**src/rtl/vbm_pkg.sv**
```systemverilog
package vbm_pkg;

    localparam int NBANK  = 9;
    localparam int NREG   = 9;
    localparam int NSLOT  = 64;
    localparam int SLOT_W = $clog2(NSLOT);
    localparam int BANK_W = 4;
    localparam int REG_W  = 4;
    localparam int CNT_W  = 4;
    localparam int PER_W  = SLOT_W + 1;

    typedef enum logic [REG_W-1:0] {
        RG_BG_A   = 4'd0,
        RG_SPR_A  = 4'd1,
        RG_BG_B   = 4'd2,
        RG_SPR_B  = 4'd3,
        RG_CPU    = 4'd4,
        RG_XBG_A  = 4'd5,
        RG_XSPR_A = 4'd6,
        RG_XBG_B  = 4'd7,
        RG_XSPR_B = 4'd8
    } region_e;

    typedef struct packed {
        logic              live;
        region_e           region;
        logic [SLOT_W-1:0] first;
        logic [CNT_W-1:0]  count;
        logic [PER_W-1:0]  period;
    } span_t;

    typedef struct packed {
        logic              valid;
        logic [BANK_W-1:0] bank;
    } owner_t;

    function automatic int region_slots(input int r);
        case (r)
            0:       return 32;
            1:       return 16;
            2, 3:    return 8;
            4:       return 64;
            5, 7:    return 4;
            6, 8:    return 1;
            default: return 0;
        endcase
    endfunction

    // Bank size in 16 KiB units
    function automatic logic [CNT_W-1:0] bank_units(input logic [BANK_W-1:0] b);
        case (b)
            4'd0, 4'd1, 4'd2, 4'd3: return 4'd8;
            4'd4:                   return 4'd4;
            4'd7:                   return 4'd2;
            default:                return 4'd1;
        endcase
    endfunction

    function automatic logic [SLOT_W-1:0] cpu_base(input logic [BANK_W-1:0] b);
        case (b)
            4'd0:    return 6'd0;
            4'd1:    return 6'd8;
            4'd2:    return 6'd16;
            4'd3:    return 6'd24;
            4'd4:    return 6'd32;
            4'd5:    return 6'd36;
            4'd6:    return 6'd37;
            4'd7:    return 6'd38;
            default: return 6'd40;
        endcase
    endfunction

    function automatic span_t decode_span(input logic [BANK_W-1:0] b,
                                          input logic [7:0]        ctl,
                                          input logic [PER_W-1:0]  cpu_per);
        span_t      s;
        logic [2:0] m;
        logic [1:0] o;
        s        = '0;
        s.period = PER_W'(NSLOT);
        s.count  = bank_units(b);
        m        = ctl[2:0];
        o        = ctl[4:3];
        if (m == 3'd0) begin
            s.live   = 1'b1;
            s.region = RG_CPU;
            s.first  = cpu_base(b);
            s.period = cpu_per;
        end else begin
            case (b)
                4'd0, 4'd1: begin
                    if (m == 3'd1) begin
                        s.live = 1'b1; s.region = RG_BG_A; s.first = 6'({o, 3'b000});
                    end else if (m == 3'd2 && !o[1]) begin
                        s.live = 1'b1; s.region = RG_SPR_A; s.first = 6'({o[0], 3'b000});
                    end
                end
                4'd2, 4'd3: begin
                    if (m == 3'd1) begin
                        s.live = 1'b1; s.region = RG_BG_A; s.first = 6'({o, 3'b000});
                    end else if (m == 3'd4) begin
                        s.live = 1'b1; s.region = (b == 4'd2) ? RG_BG_B : RG_SPR_B;
                    end
                end
                4'd4: begin
                    if (m == 3'd1) begin
                        s.live = 1'b1; s.region = RG_BG_A;
                    end else if (m == 3'd2) begin
                        s.live = 1'b1; s.region = RG_SPR_A;
                    end else if (m == 3'd4) begin
                        s.live = 1'b1; s.region = RG_XBG_A; s.count = 4'd4;
                    end
                end
                4'd5, 4'd6: begin
                    if (m == 3'd1 || m == 3'd2) begin
                        s.live   = 1'b1;
                        s.region = (m == 3'd1) ? RG_BG_A : RG_SPR_A;
                        s.first  = 6'({o[1], 1'b0, o[0]});
                    end else if (m == 3'd4) begin
                        s.live = 1'b1; s.region = RG_XBG_A; s.count = 4'd2;
                        s.first = 6'({o[0], 1'b0});
                    end else if (m == 3'd5) begin
                        s.live = 1'b1; s.region = RG_XSPR_A; s.count = 4'd1;
                    end
                end
                4'd7: begin
                    if (m == 3'd1) begin
                        s.live = 1'b1; s.region = RG_BG_B;
                    end else if (m == 3'd2) begin
                        s.live = 1'b1; s.region = RG_XBG_B; s.count = 4'd4;
                    end
                end
                4'd8: begin
                    if (m == 3'd1) begin
                        s.live = 1'b1; s.region = RG_BG_B; s.first = 6'd2;
                    end else if (m == 3'd2) begin
                        s.live = 1'b1; s.region = RG_SPR_B;
                    end else if (m == 3'd3) begin
                        s.live = 1'b1; s.region = RG_XSPR_B; s.count = 4'd1;
                    end
                end
                default: s.live = 1'b0;
            endcase
        end
        if (!ctl[7] || b >= BANK_W'(NBANK)) s.live = 1'b0;
        return s;
    endfunction

    // Does span s cover local slot l of window r (period is a power of two)
    function automatic logic span_hits(input span_t s, input logic [REG_W-1:0] r,
                                       input logic [SLOT_W-1:0] l);
        logic [SLOT_W-1:0] diff;
        logic [SLOT_W-1:0] mask;
        diff = l - s.first;
        mask = SLOT_W'(s.period - PER_W'(1));
        return s.live && (REG_W'(s.region) == r) && (l >= s.first) &&
               ((diff & mask) < SLOT_W'(s.count));
    endfunction

endpackage

```
**src/rtl/vbm_ctl_bank.sv**
```systemverilog
module vbm_ctl_bank
    import vbm_pkg::*;
#(
    parameter int CPU_PERIOD = 64
) (
    input  logic              clk,
    input  logic              rst_n,
    input  logic              wr_en_i,
    input  logic [BANK_W-1:0] wr_bank_i,
    input  logic [7:0]        wr_ctl_i,
    output logic              upd_o,
    output span_t             old_span_o,
    output span_t             new_span_o
);
    localparam logic [PER_W-1:0] CPU_PER = PER_W'(CPU_PERIOD);

    logic [7:0] ctl_q [NBANK];
    logic       bank_ok;
    logic [7:0] cur_ctl;

    always_comb begin
        bank_ok = (wr_bank_i < BANK_W'(NBANK));
        cur_ctl = bank_ok ? ctl_q[wr_bank_i] : 8'h00;
        upd_o   = wr_en_i && bank_ok && (wr_ctl_i != cur_ctl);
        old_span_o = decode_span(wr_bank_i, cur_ctl, CPU_PER);
        new_span_o = decode_span(wr_bank_i, wr_ctl_i, CPU_PER);
    end

    always_ff @(posedge clk) begin
        if (!rst_n) begin
            for (int i = 0; i < NBANK; i++) ctl_q[i] <= 8'h00;
        end else if (upd_o) begin
            ctl_q[wr_bank_i] <= wr_ctl_i;
        end
    end

    AST_LIVE_NEEDS_ENABLE: assert property (@(posedge clk) disable iff (!rst_n)
        new_span_o.live |-> wr_ctl_i[7]);

    AST_SPAN_FITS: assert property (@(posedge clk) disable iff (!rst_n)
        (new_span_o.live && new_span_o.region != RG_CPU) |->
        (int'(new_span_o.first) + int'(new_span_o.count) <= region_slots(int'(new_span_o.region))));

endmodule

```
**src/rtl/vbm_slot_cell.sv**
```systemverilog
module vbm_slot_cell
    import vbm_pkg::*;
#(
    parameter int REGION = 0,
    parameter int INDEX  = 0
) (
    input  logic              clk,
    input  logic              rst_n,
    input  logic              upd_i,
    input  logic [BANK_W-1:0] bank_i,
    input  span_t             old_span_i,
    input  span_t             new_span_i,
    output owner_t            own_o
);
    localparam logic [REG_W-1:0]  MY_REG  = REG_W'(REGION);
    localparam logic [SLOT_W-1:0] MY_SLOT = SLOT_W'(INDEX);

    owner_t own_q;
    logic   hit_old;
    logic   hit_new;

    always_comb begin
        hit_old = span_hits(old_span_i, MY_REG, MY_SLOT);
        hit_new = span_hits(new_span_i, MY_REG, MY_SLOT);
    end

    always_ff @(posedge clk) begin
        if (!rst_n) begin
            own_q <= '0;
        end else if (upd_i) begin
            if (hit_new)
                own_q <= '{valid: 1'b1, bank: bank_i};
            else if (hit_old && own_q.valid && own_q.bank == bank_i)
                own_q <= '0;
        end
    end

    assign own_o = own_q;

    AST_HOLD_WITHOUT_CHANGE: assert property (@(posedge clk) disable iff (!rst_n)
        !upd_i |=> $stable(own_q));

    AST_FOREIGN_OWNER_KEPT: assert property (@(posedge clk) disable iff (!rst_n)
        (upd_i && own_q.valid && own_q.bank != bank_i && !hit_new) |=> $stable(own_q));

endmodule

```
**src/rtl/vbm_slot_array.sv**
```systemverilog
module vbm_slot_array
    import vbm_pkg::*;
(
    input  logic              clk,
    input  logic              rst_n,
    input  logic              upd_i,
    input  logic [BANK_W-1:0] bank_i,
    input  span_t             old_span_i,
    input  span_t             new_span_i,
    output owner_t            own_o [NREG][NSLOT]
);
    for (genvar r = 0; r < NREG; r++) begin : g_reg
        for (genvar l = 0; l < NSLOT; l++) begin : g_slot
            if (l < region_slots(r)) begin : g_cell
                vbm_slot_cell #(.REGION(r), .INDEX(l)) u_cell (
                    .clk        (clk),
                    .rst_n      (rst_n),
                    .upd_i      (upd_i),
                    .bank_i     (bank_i),
                    .old_span_i (old_span_i),
                    .new_span_i (new_span_i),
                    .own_o      (own_o[r][l])
                );
            end else begin : g_none
                assign own_o[r][l] = '0;
            end
        end
    end
endmodule

```
**src/rtl/vbm_lookup.sv**
```systemverilog
module vbm_lookup
    import vbm_pkg::*;
(
    input  logic              clk,
    input  logic              rst_n,
    input  owner_t            own_i [NREG][NSLOT],
    input  logic [REG_W-1:0]  q_region_i,
    input  logic [SLOT_W-1:0] q_slot_i,
    output logic              q_valid_o,
    output logic [BANK_W-1:0] q_bank_o
);
    owner_t ent;

    always_comb begin
        ent = '0;
        if (q_region_i < REG_W'(NREG)) ent = own_i[q_region_i][q_slot_i];
        q_valid_o = ent.valid;
        q_bank_o  = ent.valid ? ent.bank : '0;
    end

    AST_OUTSIDE_WINDOW_EMPTY: assert property (@(posedge clk) disable iff (!rst_n)
        ((q_region_i >= REG_W'(NREG)) || (int'(q_slot_i) >= region_slots(int'(q_region_i))))
        |-> !q_valid_o);

    AST_OWNER_LEGAL: assert property (@(posedge clk) disable iff (!rst_n)
        q_valid_o |-> (q_bank_o < BANK_W'(NBANK)));

endmodule

```
**src/rtl/vbm_mapper.sv**
```systemverilog
module vbm_mapper
    import vbm_pkg::*;
#(
    parameter int CPU_PERIOD = 64
) (
    input  logic       clk,
    input  logic       rst_n,
    input  logic       wr_en,
    input  logic [3:0] wr_bank,
    input  logic [7:0] wr_ctl,
    input  logic [3:0] q_region,
    input  logic [5:0] q_slot,
    output logic       q_valid,
    output logic [3:0] q_bank
);
    logic   upd;
    span_t  old_span;
    span_t  new_span;
    owner_t own [NREG][NSLOT];

    vbm_ctl_bank #(.CPU_PERIOD(CPU_PERIOD)) u_ctl (
        .clk        (clk),
        .rst_n      (rst_n),
        .wr_en_i    (wr_en),
        .wr_bank_i  (wr_bank),
        .wr_ctl_i   (wr_ctl),
        .upd_o      (upd),
        .old_span_o (old_span),
        .new_span_o (new_span)
    );

    vbm_slot_array u_tab (
        .clk        (clk),
        .rst_n      (rst_n),
        .upd_i      (upd),
        .bank_i     (wr_bank),
        .old_span_i (old_span),
        .new_span_i (new_span),
        .own_o      (own)
    );

    vbm_lookup u_look (
        .clk        (clk),
        .rst_n      (rst_n),
        .own_i      (own),
        .q_region_i (q_region),
        .q_slot_i   (q_slot),
        .q_valid_o  (q_valid),
        .q_bank_o   (q_bank)
    );

endmodule

```
**config.mk**
```make
export PLATFORM = sky130hd
export DESIGN_NAME = vbm_mapper
export DESIGN_NICKNAME = d
export VERILOG_FILES = /design/src/rtl/vbm_pkg.sv /design/src/rtl/vbm_ctl_bank.sv /design/src/rtl/vbm_slot_cell.sv /design/src/rtl/vbm_slot_array.sv /design/src/rtl/vbm_lookup.sv /design/src/rtl/vbm_mapper.sv
export SDC_FILE = /design/constraint.sdc
export NUM_CORES = 2
export LEC_CHECK = 0
export ABC_AREA = 0
export CORE_MARGIN = 2
export CORE_UTILIZATION = 45
export DETAILED_ROUTE_END_ITERATION = 8
export PLACE_DENSITY = 0.63
export SLEW_MARGIN = 25
export SYNTH_ARGS = -nofsm -noshare
export SYNTH_HDL_FRONTEND = slang
export SYNTH_SLANG_ARGS = --single-unit
```
**constraint.sdc**
```tcl
create_clock -name clk -period 10.6 [get_ports clk]
set_input_delay 2.65 -clock clk [delete_from_list [all_inputs] [get_ports clk]]
set_output_delay 2.65 -clock clk [all_outputs]
set_load 0.01 [all_outputs]
```
==> qor.csv <==
metric,value,unit
wl_per_cell,27.7,um
netlist_area,45700,sq um
synthFlopType,dfxtp_1,
clock.fmax,110,MHz
cellLeakagePower,18.9,nW
path_clk_slew,0.06,ns
final_util,50.5,%
drive_gt1_share,11.7,%
port-buffer-count,29,
core,100000,sq um
wl_met3,17.5,mm
cts_setup_buffers,0,
nets,5036,
grt_util_all_layers,33.1,%
synth_seq_cells,771,
worst_path_largest_cell_delay,0.56,ns
cts_resized,0,
wl,176,mm
initial_core_util,45.5,%
overflow,0,
synth-simple-area-share,19.5,%
grt_max_degree,97,
avgSynthCellArea,9.08,sq um
detailed_place_hpwl,120,mm
cp.arrival,6.43,ns
num_rows,116,
outcome,"complete, no violations",
yosysWarningCount,0,
synthDistinctLibCells,111,
cp-end-kind,output port,
drt_iter0_drc,5116,
power,0.00756,W
cap_viol_max_count,0,
drc,0,
grt_pass1_vias,39000,
fillers,9401,
max_slew_margin,19.9,%
timing.final.crit_share,85.6,%
synth_compound_area_share,15.4,%
drv_slew,0,
cts_max_path_buffers,3,
cp_common_cell,mux4_2,
placed_area,47400,sq um
synth_cells,5034,
synth_top_family_by_area,simple AND/OR/NAND/NOR gates,
met1_length,70.1,mm
grt_first_pass_wirelength,260,mm
start_kind,input pin,
setup_viol,0,
power_per_cell_area,149,nW/um^2
die_w,323,um
rsz0062_at_grt,false,
crit_path_top_delay_cell,mux4_2,
synth_top_area_cell,dfxtp_1,
num_vias,41500,
area_delta_synth_final,10.9,%
num_io_pins,30,
finalInstanceArea,50700,sq um
async_flop_share,0,%
synthAdderAreaFrac,2.46,%
holdCritPathClass,reg -> reg,
die-area,104000,sq um
yosysSeqAreaShare,35.5,%
ir_worst_vdd,0.000102,V
met2WireLength,77.4,mm
min_period,9.08,ns
worstSkewPairLatency,0.67,ns
whs,0.460,ns
top_layer,met5,
antenna_found_initial,9,
synth-edff-count,81,
finalSetupTns,0,ns
cp_cell_sequence,"clkbuf_8, buf_4, mux4_2, mux4_2, mux2i_1, o22ai_1, a211o_1, o31a_1, clkdlybuf4s50_1",
postCtsHoldBufs,0,
cp.required,7.95,ns
critical_path_class,in -> out,
cts-root-buf,clkbuf_16,
dr.pass1.iters,6,
synth_area_leaders,"dfxtp_1 (30%), mux4_2 (8.7%), xor2_1 (7.0%)",
ant_nets,0,
vias_per_cell,6.54,
synth_top_cell_area_share,30.2,%
worstPathMaxFanout,58,
synthXorXnorAreaFrac,11.8,%
tightest_slew,1.19,ns
die_h,323,um
cts_tree,yes,
fin_skew,0.0197,ns
numCtsBuffers,89,
hold_viol_final,0,
htree_levels,3,
cts_sinks,771,
synth.area.mux_share,10.6,%
place.gp.congestion,1.03,
[layout make-up]
type                    instances  area [sq um]  area share (%)
repair buffers                149          1280            2.52
clock inverters                39           663            1.31
diodes                          1          2.50         0.00494
flip-flops and latches        771         16200            32.0
multi-input cells            3730         27500            54.3
well taps                    1357          1700            3.35
inverters                     180           681            1.34
clock buffers                 121          2590            5.11
[routing by layer]
metal	up-vias	GRT usage, %
met5	-	0
met4	12	17.9
met3	550	7.33
met2	2320	51.4
met1	20300	42.9
li1	18300	-
[critical path: cells and delay by family]
family                 cells  cell delay, ns
buffers and inverters      3            1.51
multiplexers               3            1.38
AO/OA/AOI/OAI              3            0.76
[cell usage after synthesis, drive strengths merged, types with 11 or more instances]
library cell,count
nand2,434
nand4,78
xnor2,247
ha,90
a22o,66
a21oi,213
a2bb2o,12
xor2,366
a31oi,24
nor3b,16
o31a,15
o211ai,13
or2,14
mux2,21
a211oi,28
mux4,176
inv,178
nor3,169
o31ai,43
nand3,294
o22ai,171
mux2i,64
a21o,32
dfxtp,690
a32o,27
and2,110
or4,26
nand4b,11
and3,186
nor4,83
nor2,195
clkbuf,240
or3,28
nand2b,22
a22oi,22
nor2b,22
a31o,34
buf,121
edfxtp,81
o21ai,188
o221ai,15
[power by group]
part	switching, W	leakage, nW	internal (W)
Combinational	0.000823	11.0	0.000319
Sequential	0.0000100	6.33	0.00297
Clock	0.00131	1.60	0.00212
Total	0.00215	18.9	0.00541
[placed cells by master (no fill, tap or decap), types with 79 or more instances in the layout]
cell       count
edfxtp_1      81
a21oi_1      212
xnor2_1      246
ha_1          90
nand3_1      293
nand2_1      429
and2_1       107
xor2_1       365
dfxtp_1      690
o22ai_1      171
clkbuf_16     92
nor3_1       158
nor2_1       191
inv_1        174
mux4_2       176
and3_1       184
buf_4        116
o21ai_0      176
nor4_1        79
[state kept, by name, summed over array words and instances (netlist names)]
| name | cells |
|---|---|
| u_tab.g.g_slot.g_cell.u_cell.own_o | 690 |
| u_ctl.ctl_q | 81 |
[path summary, 6_finish.rpt]
check                                  startpoint                                                            to  slack [ns]  cells after the start
hold reg to reg                         flip-flop                                                     flip-flop        0.46                      2
setup / recovery                        q_slot[0]                                                     q_bank[1]        1.52                      9
setup reg to reg  u_ctl.ctl_q[8][0]$_SDFFCE_PN0P_  u_tab.g_reg[0].g_slot[0].g_cell.u_cell.own_o[2]$_SDFFE_PN0P_        4.22                     18
hold / removal                          flip-flop                                                     flip-flop        0.46                      2
[cell families after synthesis]
kind of cell    Yosys count
simple gates           1725
compound gates         1032
flops                   771
xor+xnor                613
buf+inv                 541
mux                     261
fa+ha+maj                90
other cells               1
[per-stage QoR]
| stage | std cells | setup WS, ns |
|---|---|---|
| 5_1_grt | 6347 | 1.41 |
| 6_report | 6348 | 1.52 |
| 3_5_place_dp | 6186 | 1.57 |
| 4_1_cts | 6346 | 1.57 |
| 2_1_floorplan | 5042 | 2.09 |
| 3_3_place_gp | 6185 | 1.56 |
(Power assumes the default switching activity.)
